File: src/rtl/isa_io_bridge.sv
module isa_io_bridge #(
  parameter int ADDR_W = 32,
  parameter int DATA_W = 32,
  parameter int IO_AW = 16,
  parameter int GROUP_BITS = 5,
  parameter int PAGE_BITS = 12,
  parameter logic [ADDR_W-1:0] WIN_BASE = 32'h8000_0000,
  parameter logic [ADDR_W-1:0] WIN_SPAN = 32'h0080_0000
) (
  input  logic              clk,
  input  logic              rst_n,
  input  logic              map_sparse,
  input  logic              cpu_req,
  input  logic              cpu_we,
  input  logic [1:0]        cpu_size,
  input  logic [ADDR_W-1:0] cpu_addr,
  input  logic [DATA_W-1:0] cpu_wdata,
  output logic              cpu_ack,
  output logic [DATA_W-1:0] cpu_rdata,
  output logic              io_req,
  output logic              io_we,
  output logic [1:0]        io_size,
  output logic [IO_AW-1:0]  io_addr,
  output logic [DATA_W-1:0] io_wdata,
  input  logic              io_ack,
  input  logic [DATA_W-1:0] io_rdata
);
  localparam int OFF_W = $clog2(WIN_SPAN);
  localparam int SPARSE_W = OFF_W - PAGE_BITS + GROUP_BITS;

  typedef enum logic [1:0] {IDLE, BUSY, DONE} state_t;
  state_t state;

  logic [ADDR_W-1:0] off;
  logic              in_win, accept;
  logic [IO_AW-1:0]  flat_addr, sparse_addr;
  logic [DATA_W-1:0] lane_mask;

  assign off    = cpu_addr - WIN_BASE;
  assign in_win = (cpu_addr >= WIN_BASE) && (off < WIN_SPAN);
  assign accept = (state == IDLE) && cpu_req && in_win;

  assign flat_addr   = off[IO_AW-1:0];
  assign sparse_addr = IO_AW'({off[OFF_W-1:PAGE_BITS], off[GROUP_BITS-1:0]});

  always_comb begin
    case (io_size)
      2'd0:    lane_mask = DATA_W'(8'hFF);
      2'd1:    lane_mask = DATA_W'(16'hFFFF);
      default: lane_mask = '1;
    endcase
  end

  always_ff @(posedge clk) begin
    if (!rst_n) begin
      state     <= IDLE;
      io_req    <= 1'b0;
      cpu_ack   <= 1'b0;
      cpu_rdata <= '0;
      io_we     <= 1'b0;
      io_size   <= '0;
      io_addr   <= '0;
      io_wdata  <= '0;
    end else begin
      cpu_ack <= 1'b0;
      case (state)
        IDLE: if (accept) begin
          state    <= BUSY;
          io_req   <= 1'b1;
          io_we    <= cpu_we;
          io_size  <= cpu_size;
          io_wdata <= cpu_wdata;
          io_addr  <= map_sparse ? sparse_addr : flat_addr;
        end
        BUSY: if (io_ack) begin
          state     <= DONE;
          io_req    <= 1'b0;
          cpu_ack   <= 1'b1;
          cpu_rdata <= io_we ? '0 : (io_rdata & lane_mask);
        end
        default: state <= IDLE;
      endcase
    end
  end

  assert_req_held_R6: assert property (@(posedge clk) disable iff (!rst_n)
    io_req && !io_ack |=> io_req);
  assert_addr_stable_R4: assert property (@(posedge clk) disable iff (!rst_n)
    io_req && $past(io_req) |-> $stable(io_addr) && $stable(io_size) && $stable(io_we));
  assert_ack_pulse_R7: assert property (@(posedge clk) disable iff (!rst_n)
    cpu_ack |=> !cpu_ack);
  assert_ack_follows_io_R7: assert property (@(posedge clk) disable iff (!rst_n)
    $rose(cpu_ack) |-> $past(io_ack) && $past(io_req));
  assert_no_overlap_R6: assert property (@(posedge clk) disable iff (!rst_n)
    !(cpu_ack && io_req));
  assert_byte_lanes_R7: assert property (@(posedge clk) disable iff (!rst_n)
    cpu_ack && io_size == 2'd0 |-> cpu_rdata[DATA_W-1:8] == '0);
  assert_idle_after_reset_R8: assert property (@(posedge clk)
    $rose(rst_n) |-> !io_req && !cpu_ack);
endmodule

File: config.mk
export PLATFORM = sky130hd
export DESIGN_NAME = isa_io_bridge
export DESIGN_NICKNAME = d
export VERILOG_FILES = /design/src/rtl/isa_io_bridge.sv
export SDC_FILE = /design/constraint.sdc
export NUM_CORES = 1
export LEC_CHECK = 0
export BUFFER_PORTS_ARGS = -buffer_cell sky130_fd_sc_hd__buf_2
export CAP_MARGIN = 20
export CORE_ASPECT_RATIO = 1.2
export CORE_MARGIN = 5
export CORE_UTILIZATION = 40
export CTS_CLUSTER_SIZE = 25
export DETAILED_ROUTE_END_ITERATION = 7
export PLACE_DENSITY = 0.77
export SYNTH_ARGS = -nofsm -noshare
export SYNTH_HDL_FRONTEND = slang
export SYNTH_SLANG_ARGS = --single-unit
File: constraint.sdc
create_clock -name clk -period 1.3 [get_ports clk]
set_input_delay 0.13 -clock clk [delete_from_list [all_inputs] [get_ports clk]]
set_output_delay 0.13 -clock clk [all_outputs]
set_load 0.01 [all_outputs]
==> metrics.cfg, run 1 <==
[run_status]
failed_checks = negative setup slack
run_status = complete, but fails checks

[logic_synthesis]
synth_cells = 326
synth-seq-cells = 87
synth_fa_ha_area_share_pct = 0
syn_avg_cell_area_um2 = 10.2
synthesis.area_um2 = 3330
synth_top_family_by_area = multiplexers
synth-simple-area-share_pct = 13.7
synth-compound-area-share_pct = 13.4
syn-num-nets = 430
synth_xor_xnor_area_share_pct = 0
synth_mux_area_share_pct = 15.3
ys_types = 25
yosys_warnings = 0
ys_seq_area_share_pct = 52.2

[timing]
final_max_slew_viol_count = 0
slew_headroom_pct = 71.4
tightest_slew_ns = 0.429
skew_ns = 0.0148
grt_setup_unrepaired = true
setup_ws_ns = -0.147
fin_setup_tns_ns = -3.27
period_needed_ns = 1.45
setup_violations = 52
fin_crit_sh_pct = 111
fmax_mhz = 691
hold_viol = 0

[route]
dr.pass1.iters = 4
drc = 0
drt_iter0_drc = 88
num_vias = 3261
routed_wirelength_um = 10100
detail_route.wl_per_cell_um = 15.2
drtAntennaViolNets = 0
vias_per_cell = 4.90

[clock_network]
insertion_delay_ns = 0.35
cts_buffer_depth = 2
cts.sinks = 87
ctsRootBufferMaster = clkbuf_8
clk_pin_slew_worst_paths_ns = 0.09
cts_tree = yes
h-tree-depth = 3
numCtsBuffers = 9

[placed_design]
dpl.cell_count = 614
hpwlAfterDp_um = 6590
dp_slack_ns = -0.151
portBuffers = 188
routabilityCongestion = 0.726
dpl_cell_area_um2 = 4390

[grt]
grt_pass1_vias = 3204
globalRouteTotalUtil_pct = 18.4
grt_max_degree = 48
antenna_found_initial = 0
gr-total-overflow = 0
grt_pass1_wl_um = 15000

[finish]
diodes = 0
final_cell_area_um2 = 4980
layout-drive-gt1-share_pct = 43.4
fin_cells = 665
fin_nets = 650
syn_to_final_growth_pct = 49.3
final_cell_mix = 188 x buf_2, 84 x dfxtp_1, 80 x nand2_1, 51 x mux2i_1, 27 x dlygate4sd3_1
final_common_cell = buf_2

[pwr]
power.total_uw = 4940
p_leak_uw = 0.00235
power_density_nw_per_um2 = 992
irDropWorstVdd_uv = 591

[critical_path]
cp-startpoint = state[0]$_SDFFE_PN0P_
worstSetupEndpointType = flop
path_delay_family = simple AND/OR/NAND/NOR gates
rr_startpoint = state[0]$_SDFFE_PN0P_
path_buf_inv = 2
critPathKind = flop to flop
crit_chain = nor4b_4, and3_4, buf_12, buf_16, mux2i_1
cp_max_fo = 7
worstPathArrival_ns = 1.72
critical_path.max_stage_delay_ns = 0.34
required_ns = 1.57
start_kind = flop
crit_slowest_cell = dfxtp_2

[min_path]
hp-class = primary input to flop
min-delay-start = cpu_size[1]

[flow_run]
drv_cap = 0

[floorplan]
dieArea_um2 = 10300
boundaryPins = 189
core_um2 = 8150
rows = 36
start_util_pct = 40.9
die_w_um = 93.3
fp.dieH_um = 110

## logic make-up (layout without fill, tap and decap cells)
logic type | after synthesis | count (layout)
simple gates | 102 | 105
flops | 87 | 87
compound gates | 56 | 56
mux | 51 | 51
buf+inv | 30 | 252
## metal layers
metal | global-route usage [%] | up-vias | share of wire, %
met5 | 0 | - | 0
met4 | 7.85 | 0 | 2.9
met3 | 4.48 | 23 | 8.0
met2 | 31.2 | 147 | 50
met1 | 22.3 | 1495 | 39
li1 | - | 1596 | -
## Yosys cell counts
master	number	area [µm²]
or2_2	1	6.26
mux2i_1	51	510
nor3_2	1	10.0
a32oi_1	9	78.8
nor3b_1	1	7.51
buf_1	3	11.3
a31oi_1	11	68.8
buf_2	8	40.0
nor4b_4	1	23.8
buf_4	1	7.51
and2_1	1	6.26
a22o_1	24	210
nor2_1	11	41.3
clkbuf_1	10	37.5
nand2_1	80	300
nand3b_1	1	7.51
and4bb_1	1	12.5
o21a_1	1	7.51
dfxtp_1	87	1740
a211oi_1	11	82.6
buf_6	7	78.8
nor4_2	1	12.5
nor4b_2	1	15.0
inv_1	1	3.75
and3_1	2	12.5
## metrics by stage
stage               util (%)  hold WS, ns
finish                  61.1       0.0161
global route            61.1      0.00355
CTS                     60.7      0.00122
detailed placement      53.9        0.341
global placement        53.9        0.341
floorplan                  -        0.255
## tightest hold or removal path, stage by stage
cell and delay, ns:
buf_2 0.09, nand2_1 0.04, mux2i_1 0.05
## state kept, by name, indices dropped and copies added (netlist names)
register,cells
io_addr,16
io_size,2
io_req,1
cpu_rdata,32
state,2
cpu_ack,1
io_wdata,32
io_we,1
## power breakdown
| group | internal (µW) | leakage, µW | total (µW) | switching (µW) |
|---|---|---|---|---|
| sequential | 2660 | 0.000702 | 2660 | 0.799 |
| clock | 901 | 0.0000934 | 1880 | 983 |
| combinational | 220 | 0.00156 | 396 | 177 |
| total | 3780 | 0.00235 | 4940 | 1160 |
## cell type report
| class | instances | area, µm² |
|---|---|---|
| well taps | 114 | 143 |
| repair buffers | 235 | 1420 |
| fillers | 669 | 3170 |
| clock buffers | 10 | 128 |
| flip-flops and latches | 87 | 1750 |
| clock inverters | 6 | 68.8 |
| multi-input cells | 212 | 1470 |
| inverters | 1 | 3.75 |
## final timing paths
| check | end | slack [ns] | cells after the start |
|---|---|---|---|
| worst max-delay path | io_wdata[20]$_SDFFE_PN0P_ | -0.15 | 5 |
| worst min-delay path | io_size[1]$_SDFFE_PN0P_ | 0.02 | 3 |
| worst max register to register | io_wdata[20]$_SDFFE_PN0P_ | -0.15 | 5 |
| worst min register to register | io_wdata[7]$_SDFFE_PN0P_ | 0.46 | 2 |
## repair_timing
item | in CTS | in global routing
setup endpoints to repair | 41 | 77
hold buffers | 27 | 0
cloned | 2 | 3
pin swaps | 0 | 17
hold endpoints to repair | 27 | 0
resized for setup | 4 | 9
buffers inserted | 2 | 4
Note: power is estimated with default switching activity, not from simulation.
==> run 2, diff against run 1 <==
--- a/config.mk
+++ b/config.mk
@@ -5,14 +5,15 @@
 export SDC_FILE = /design/constraint.sdc
 export NUM_CORES = 1
 export LEC_CHECK = 0
+export ABC_AREA = 1
 export BUFFER_PORTS_ARGS = -buffer_cell sky130_fd_sc_hd__buf_2
 export CAP_MARGIN = 20
 export CORE_ASPECT_RATIO = 1.2
 export CORE_MARGIN = 5
-export CORE_UTILIZATION = 40
+export CORE_UTILIZATION = 41
 export CTS_CLUSTER_SIZE = 25
 export DETAILED_ROUTE_END_ITERATION = 7
-export PLACE_DENSITY = 0.77
+export PLACE_DENSITY = 0.76
 export SYNTH_ARGS = -nofsm -noshare
 export SYNTH_HDL_FRONTEND = slang
 export SYNTH_SLANG_ARGS = --single-unit
==> metrics.cfg, run 2 <==
[finish]
diodes = 0  ; unchanged
final_cell_mix = 188 x buf_2, 106 x nand2_1, 86 x dfxtp_1, 78 x nand3_1, 72 x a21oi_1
syn_to_final_growth_pct = 34.3
fin_cells = 849  ; +28%
final_common_cell = buf_2
fin_nets = 830  ; +28%
postLayoutCoreUtil_pct = 56.7  ; -4.4 points
layout-drive-gt1-share_pct = 31.8  ; -12 points
top_regs = cpu_rdata (32), io_wdata (32), io_addr (16)
final_cell_area_um2 = 5150  ; +3.3%

[logic_synthesis]
synth.most_common_cell = nand2_1
ys_seq_area_share_pct = 45.5  ; -6.8 points
ys_types = 19  ; -24%
async_flop_share_pct = 0  ; unchanged
synth_top_area_cell = dfxtp_1
syn-num-nets = 651  ; +51%
ys.flop_type = dfxtp_1
synthTopCellsByArea = dfxtp_1 45%, nand2_1 10%, nand3_1 10%
synth_edf_count = 0  ; unchanged
yosys_warnings = 0  ; unchanged
synthesis.area_um2 = 3830  ; +15%
synth-seq-cells = 87  ; unchanged
synth_common_cells = 106 x nand2_1, 87 x dfxtp_1, 79 x nand3_1
synth_cells = 547  ; +68%
syn_avg_cell_area_um2 = 7.00  ; -32%
synth.top_cell.area_share_pct = 45.5  ; -6.8 points

[timing]
setup_violations = 0  ; -100%
slew_headroom_pct = 73.4  ; +2.0 points
grt_setup_unrepaired = true
period_needed_ns = 1.23  ; -0.219 ns
final_max_slew_viol_count = 0  ; unchanged
skew_ns = 0.00443  ; -0.0104 ns
tightest_slew_ns = 0.397  ; -0.0311 ns
fmax_mhz = 815  ; +18%
fin_crit_sh_pct = 94.4  ; -17 points
hold_viol = 0  ; unchanged

[floorplan]
fp.dieH_um = 116  ; +5.3%
die_w_um = 98.2  ; +5.2%
core_um2 = 9080  ; +11%
rows = 38  ; +5.6%
start_util_pct = 42.2  ; +1.3 points
boundaryPins = 189  ; unchanged
dieArea_um2 = 11400  ; +11%

[clock_network]
cts_tree = yes
ctsRootBufferMaster = clkbuf_8
cts_buffer_depth = 2  ; unchanged
insertion_delay_ns = 0.34  ; about the same
h-tree-depth = 3  ; unchanged
cts_hold_buffers = 0  ; -100%
clk_pin_slew_worst_paths_ns = 0.08  ; about the same
cts.sinks = 87  ; unchanged
numCtsBuffers = 9  ; unchanged

[critical_path]
critPathKind = flop to flop
worstSetupEndpointType = flop
reg2reg_slack_ns = 0.07  ; +0.22 ns
worstPathArrival_ns = 1.47  ; -0.25 ns
rr_startpoint = state[1]$_SDFFE_PN0P_
start_kind = flop
r2r_end = io_wdata[18]$_SDFFE_PN0P_
required_ns = 1.54  ; -0.03 ns
r2r_cells = 7  ; +2
cp_max_fo = 20  ; +13

[run_status]
run_status = finished, final reports clean

[placed_design]
dpl.cell_count = 830  ; +35%
routabilityCongestion = 0.883  ; +22%
dpl_cell_area_um2 = 4870  ; +11%
hpwlAfterDp_um = 8080  ; +23%
portBuffers = 188  ; unchanged

[route]
drt_iter0_drc = 200  ; +130%
detail_route.wl_per_cell_um = 13.3  ; -12%
vias_per_cell = 4.82  ; -1.8%
drtAntennaViolNets = 0  ; unchanged
dr.pass1.iters = 4  ; unchanged
routed_wirelength_um = 11300  ; +12%
num_vias = 4089  ; +25%
drc = 0  ; unchanged

[grt]
antenna_found_initial = 0  ; unchanged
grt_pass1_vias = 3836  ; +20%
grt_pass1_wl_um = 17500  ; +16%
gr-total-overflow = 0  ; unchanged
grt_max_degree = 43  ; -10%
globalRouteTotalUtil_pct = 18.8  ; +0.32 points

[pwr]
p_comb_share_pct = 8.7  ; +0.7 points
p_leak_uw = 0.00273  ; +16%
irDropWorstVdd_uv = 655  ; +11%
switching_share_pct = 23.0  ; -0.45 points
power.total_uw = 4720  ; -4.5%
clkPwrFrac_pct = 34.9  ; -3.2 points
p_sw_uw = 1090  ; -6.3%
pwr-share-seq_pct = 56.4  ; +2.5 points
power_density_nw_per_um2 = 917  ; -7.6%
internal_power_uw = 3630  ; -3.9%

[flow_run]
drv_cap = 0  ; unchanged

[min_path]
hp-class = primary input to flop
min-delay-start = io_rdata[26]
holdPathEnd = cpu_rdata[26]$_SDFFE_PN0P_
hold_depth = 3  ; unchanged

[run 2: critical path, stage by stage (launching register included)]
cell       delay [ns]
dfxtp_2          0.33
nor2_2           0.10
nand2_2          0.12
nor2_4           0.17
clkbuf_16        0.21
nand3_1          0.09
nand2_1          0.06
nor2_1           0.04
[run 2: cell families after synthesis]
family / Yosys count / share of synthesized area, %
and+or+nand+nor: 257 / 29.1
buffers and inverters: 103 / 12.4
AOI/OAI and AO/OA: 100 / 13.1
DFF: 87 / 45.5
[run 2: worst max path at each step]
stage,start,end,slack (ns),cells after the start
2_1_floorplan,state[1]$_SDFFE_PN0P_,io_wdata[30]$_SDFFE_PN0P_,0.20,7
3_3_place_gp,state[1]$_SDFFE_PN0P_,io_wdata[2]$_SDFFE_PN0P_,0.1,7
3_5_place_dp,state[0]$_SDFFE_PN0P_,cpu_rdata[0]$_SDFFE_PN0P_,0.04,6
4_1_cts,state[0]$_SDFFE_PN0P_,cpu_rdata[0]$_SDFFE_PN0P_,0.02,6
5_1_grt,state[0]$_SDFFE_PN0P_,cpu_rdata[0]$_SDFFE_PN0P_,-0.02,6
6_report,state[1]$_SDFFE_PN0P_,io_wdata[18]$_SDFFE_PN0P_,0.07,7
[run 2: power by group through the flow]
stage	registers, µW	logic, µW	clock network, µW
final	2660	409	1650
after global routing	2670	461	1810
after CTS	2660	402	1700
after detailed placement	2730	400	0
after global placement	2730	397	0
after floorplan	2730	197	0
[run 2: through the flow]
| stage | setup TNS [ns] | hold slack (ns) | setup WS, ns |
|---|---|---|---|
| after floorplan | 0 | 0.282 | 0.202 |
| after global placement | 0 | 0.388 | 0.0989 |
| after detailed placement | 0 | 0.396 | 0.0424 |
| after CTS | 0 | 0.0109 | 0.0231 |
| after global routing | -0.117 | 0.0223 | -0.0175 |
| final | 0 | 0.0371 | 0.0725 |
[run 2: what timing repair did]
action / in CTS / in global routing
gates resized for setup: 0 / 6
setup buffers: 0 / 1
setup endpoints to repair: 0 / 63
[run 2: cell type report]
| type | instances | area, µm² |
|---|---|---|
| timing repair buffer | 207 | 1210 |
| inverter | 64 | 244 |
| fill | 881 | 3940 |
| clock buffer | 13 | 159 |
| clock inverter | 1 | 5.00 |
| tap | 120 | 150 |
| sequential | 87 | 1740 |
| multi-input combinational | 357 | 1640 |
[run 2: metal layers]
layer	share of wire (%)	up-vias	track usage, %
li1	-	2096	-
met3	7.7	26	5.06
met2	51	149	33.5
met1	38	1818	20.3
met5	0	-	0
met4	3.0	0	10.1
==> run 3, diff against run 2 <==
--- a/config.mk
+++ b/config.mk
@@ -8,7 +8,7 @@
 export ABC_AREA = 1
 export BUFFER_PORTS_ARGS = -buffer_cell sky130_fd_sc_hd__buf_2
 export CAP_MARGIN = 20
-export CORE_ASPECT_RATIO = 1.2
+export CORE_ASPECT_RATIO = 0.75
 export CORE_MARGIN = 5
 export CORE_UTILIZATION = 41
 export CTS_CLUSTER_SIZE = 25
==> metrics.cfg, run 3 (same netlist as run 2, synthesis figures left out) <==
[run_status]
run_status = finished, final reports clean

[timing]
fmax_mhz = 808  ; -0.77%
fin_setup_tns_ns = 0  ; unchanged
setup_ws_ns = 0.0629  ; -0.00957 ns
period_needed_ns = 1.24  ; +0.00957 ns
slew_headroom_pct = 72.9  ; -0.47 points
fin_crit_sh_pct = 95.2  ; +0.74 points
hold_ws_ns = 0.0500  ; +0.0129 ns
setup_violations = 0  ; unchanged
grt_setup_unrepaired = true
hold_viol = 0  ; unchanged
tightest_slew_ns = 0.404  ; +0.00707 ns
skew_ns = 0.00708  ; +0.00265 ns
final_max_slew_viol_count = 0  ; unchanged

[clock_network]
h-tree-depth = 3  ; unchanged
cts_hold_buffers = 0  ; unchanged
clk_pin_slew_worst_paths_ns = 0.07  ; about the same
insertion_delay_ns = 0.33  ; about the same
cts_tree = yes
ctsRootBufferMaster = clkbuf_16
numCtsBuffers = 9  ; unchanged
cts.sinks = 87  ; unchanged
cts_buffer_depth = 2  ; unchanged

[placed_design]
routabilityCongestion = 0.806  ; -8.7%
hpwlAfterDp_um = 8430  ; +4.3%
dp_slack_ns = 0.00388  ; -0.0386 ns
portBuffers = 188  ; unchanged

[floorplan]
boundaryPins = 189  ; unchanged
fp.dieH_um = 93.7  ; -19%
rows = 30  ; -21%
die_w_um = 122  ; +24%
core_um2 = 9080  ; about the same
dieArea_um2 = 11400  ; +0.11%
start_util_pct = 42.2  ; about the same

[pwr]
irDropWorstVdd_uv = 555  ; -15%
p_leak_uw = 0.00277  ; +1.8%
power_density_nw_per_um2 = 1080  ; +17%

[grt]
grt_max_degree = 57  ; +33%
grt_pass1_vias = 3855  ; +0.50%
antenna_found_initial = 0  ; unchanged
globalRouteTotalUtil_pct = 18.8  ; +0.080 points
grt_pass1_wl_um = 17700  ; +1.4%
gr-total-overflow = 0  ; unchanged

[route]
detail_route.wl_per_cell_um = 13.0  ; -2.4%
dr.pass1.iters = 4  ; unchanged
drtAntennaViolNets = 0  ; unchanged
drc = 0  ; unchanged
vias_per_cell = 4.77  ; -1.0%
num_vias = 4095  ; +0.15%
routed_wirelength_um = 11200  ; -1.2%
drt_iter0_drc = 194  ; -3.0%

[critical_path]
r2r_end = io_wdata[21]$_SDFFE_PN0P_
rr_startpoint = state[1]$_SDFFE_PN0P_
critPathKind = flop to flop
start_kind = flop
worstPathArrival_ns = 1.46  ; about the same
cp_max_fo = 14  ; -30%
worstSetupEndpointType = flop
r2r_cells = 7  ; unchanged
required_ns = 1.53  ; about the same
reg2reg_slack_ns = 0.06  ; about the same
cp-startpoint = state[1]$_SDFFE_PN0P_

[min_path]
hold_depth = 3  ; unchanged
hp-class = primary input to flop
holdPathEnd = cpu_rdata[6]$_SDFFE_PN0P_
min-delay-start = io_rdata[6]

[flow_run]
drv_cap = 0  ; unchanged

[finish]
fin_nets = 830  ; unchanged
top_regs = cpu_rdata (32), io_wdata (32), io_addr (16)
final_common_cell = buf_2
postLayoutCoreUtil_pct = 57.6  ; +0.91 points
syn_to_final_growth_pct = 36.5
layout-drive-gt1-share_pct = 31.9  ; +0.050 points
diodes = 0  ; unchanged
final_cell_mix = 188 x buf_2, 106 x nand2_1, 87 x dfxtp_1, 79 x nand3_1, 72 x a21oi_1

[run 3: timing repair]
item | CTS | global route
setup endpoints to repair | 0 | 58
gates resized for setup | 0 | 7
buffers inserted | 0 | 0
[run 3: worst max-delay path by stage]
stage                                 to  slack (ns)  cells past startpoint
3_3_place_gp          io_we$_SDFFE_PN0P_        0.09                      7
5_1_grt               io_we$_SDFFE_PN0P_       -0.05                      7
3_5_place_dp   cpu_rdata[1]$_SDFFE_PN0P_       0.004                      6
6_report       io_wdata[21]$_SDFFE_PN0P_        0.06                      7
4_1_cts        cpu_rdata[1]$_SDFFE_PN0P_        0.02                      6
2_1_floorplan  io_wdata[30]$_SDFFE_PN0P_        0.20                      7
[run 3: per-layer routing]
layer / vias up / global-route usage, % / share of wire [%]
li1: 2094 / - / -
met1: 1828 / 23.2 / 41
met2: 156 / 33.3 / 51
met3: 17 / 3.79 / 5.9
met4: 0 / 5.50 / 1.6
met5: - / 0 / 0
[run 3: where the power goes]
| part | internal (µW) | leakage (µW) | total, µW | switching, µW |
|---|---|---|---|---|
| registers | 2670 | 0.000700 | 2670 | 1.18 |
| logic | 191 | 0.00192 | 410 | 219 |
| clock network | 1400 | 0.000148 | 2550 | 1150 |
| total | 4260 | 0.00277 | 5630 | 1370 |
[run 3: through the flow]
stage | power (µW) | cell area (µm²) | cells
3_3_place_gp | 3130 | 4900 | 843
5_1_grt | 5870 | 5230 | 859
2_1_floorplan | 2930 | 3830 | 547
6_report | 5630 | 5230 | 859
4_1_cts | 5690 | 5200 | 859
3_5_place_dp | 3130 | 4900 | 843
[run 3: cell type report]
type                       instances  area, µm²
multi-input combinational        357       1630
fill                             910       3850
clock inverter                     6       57.6
timing repair buffer             207       1160
sequential                        87       1740
clock buffer                      10        239
inverter                          64        240
tap                              128        160
[run 3: worst max-delay path: stages (launching register included)]
cell,delay (ns)
dfxtp_1,0.32
nor2_2,0.12
nand2_2,0.13
nor2_4,0.17
buf_6,0.18
nand3_1,0.09
nand2_1,0.07
nor2_1,0.04
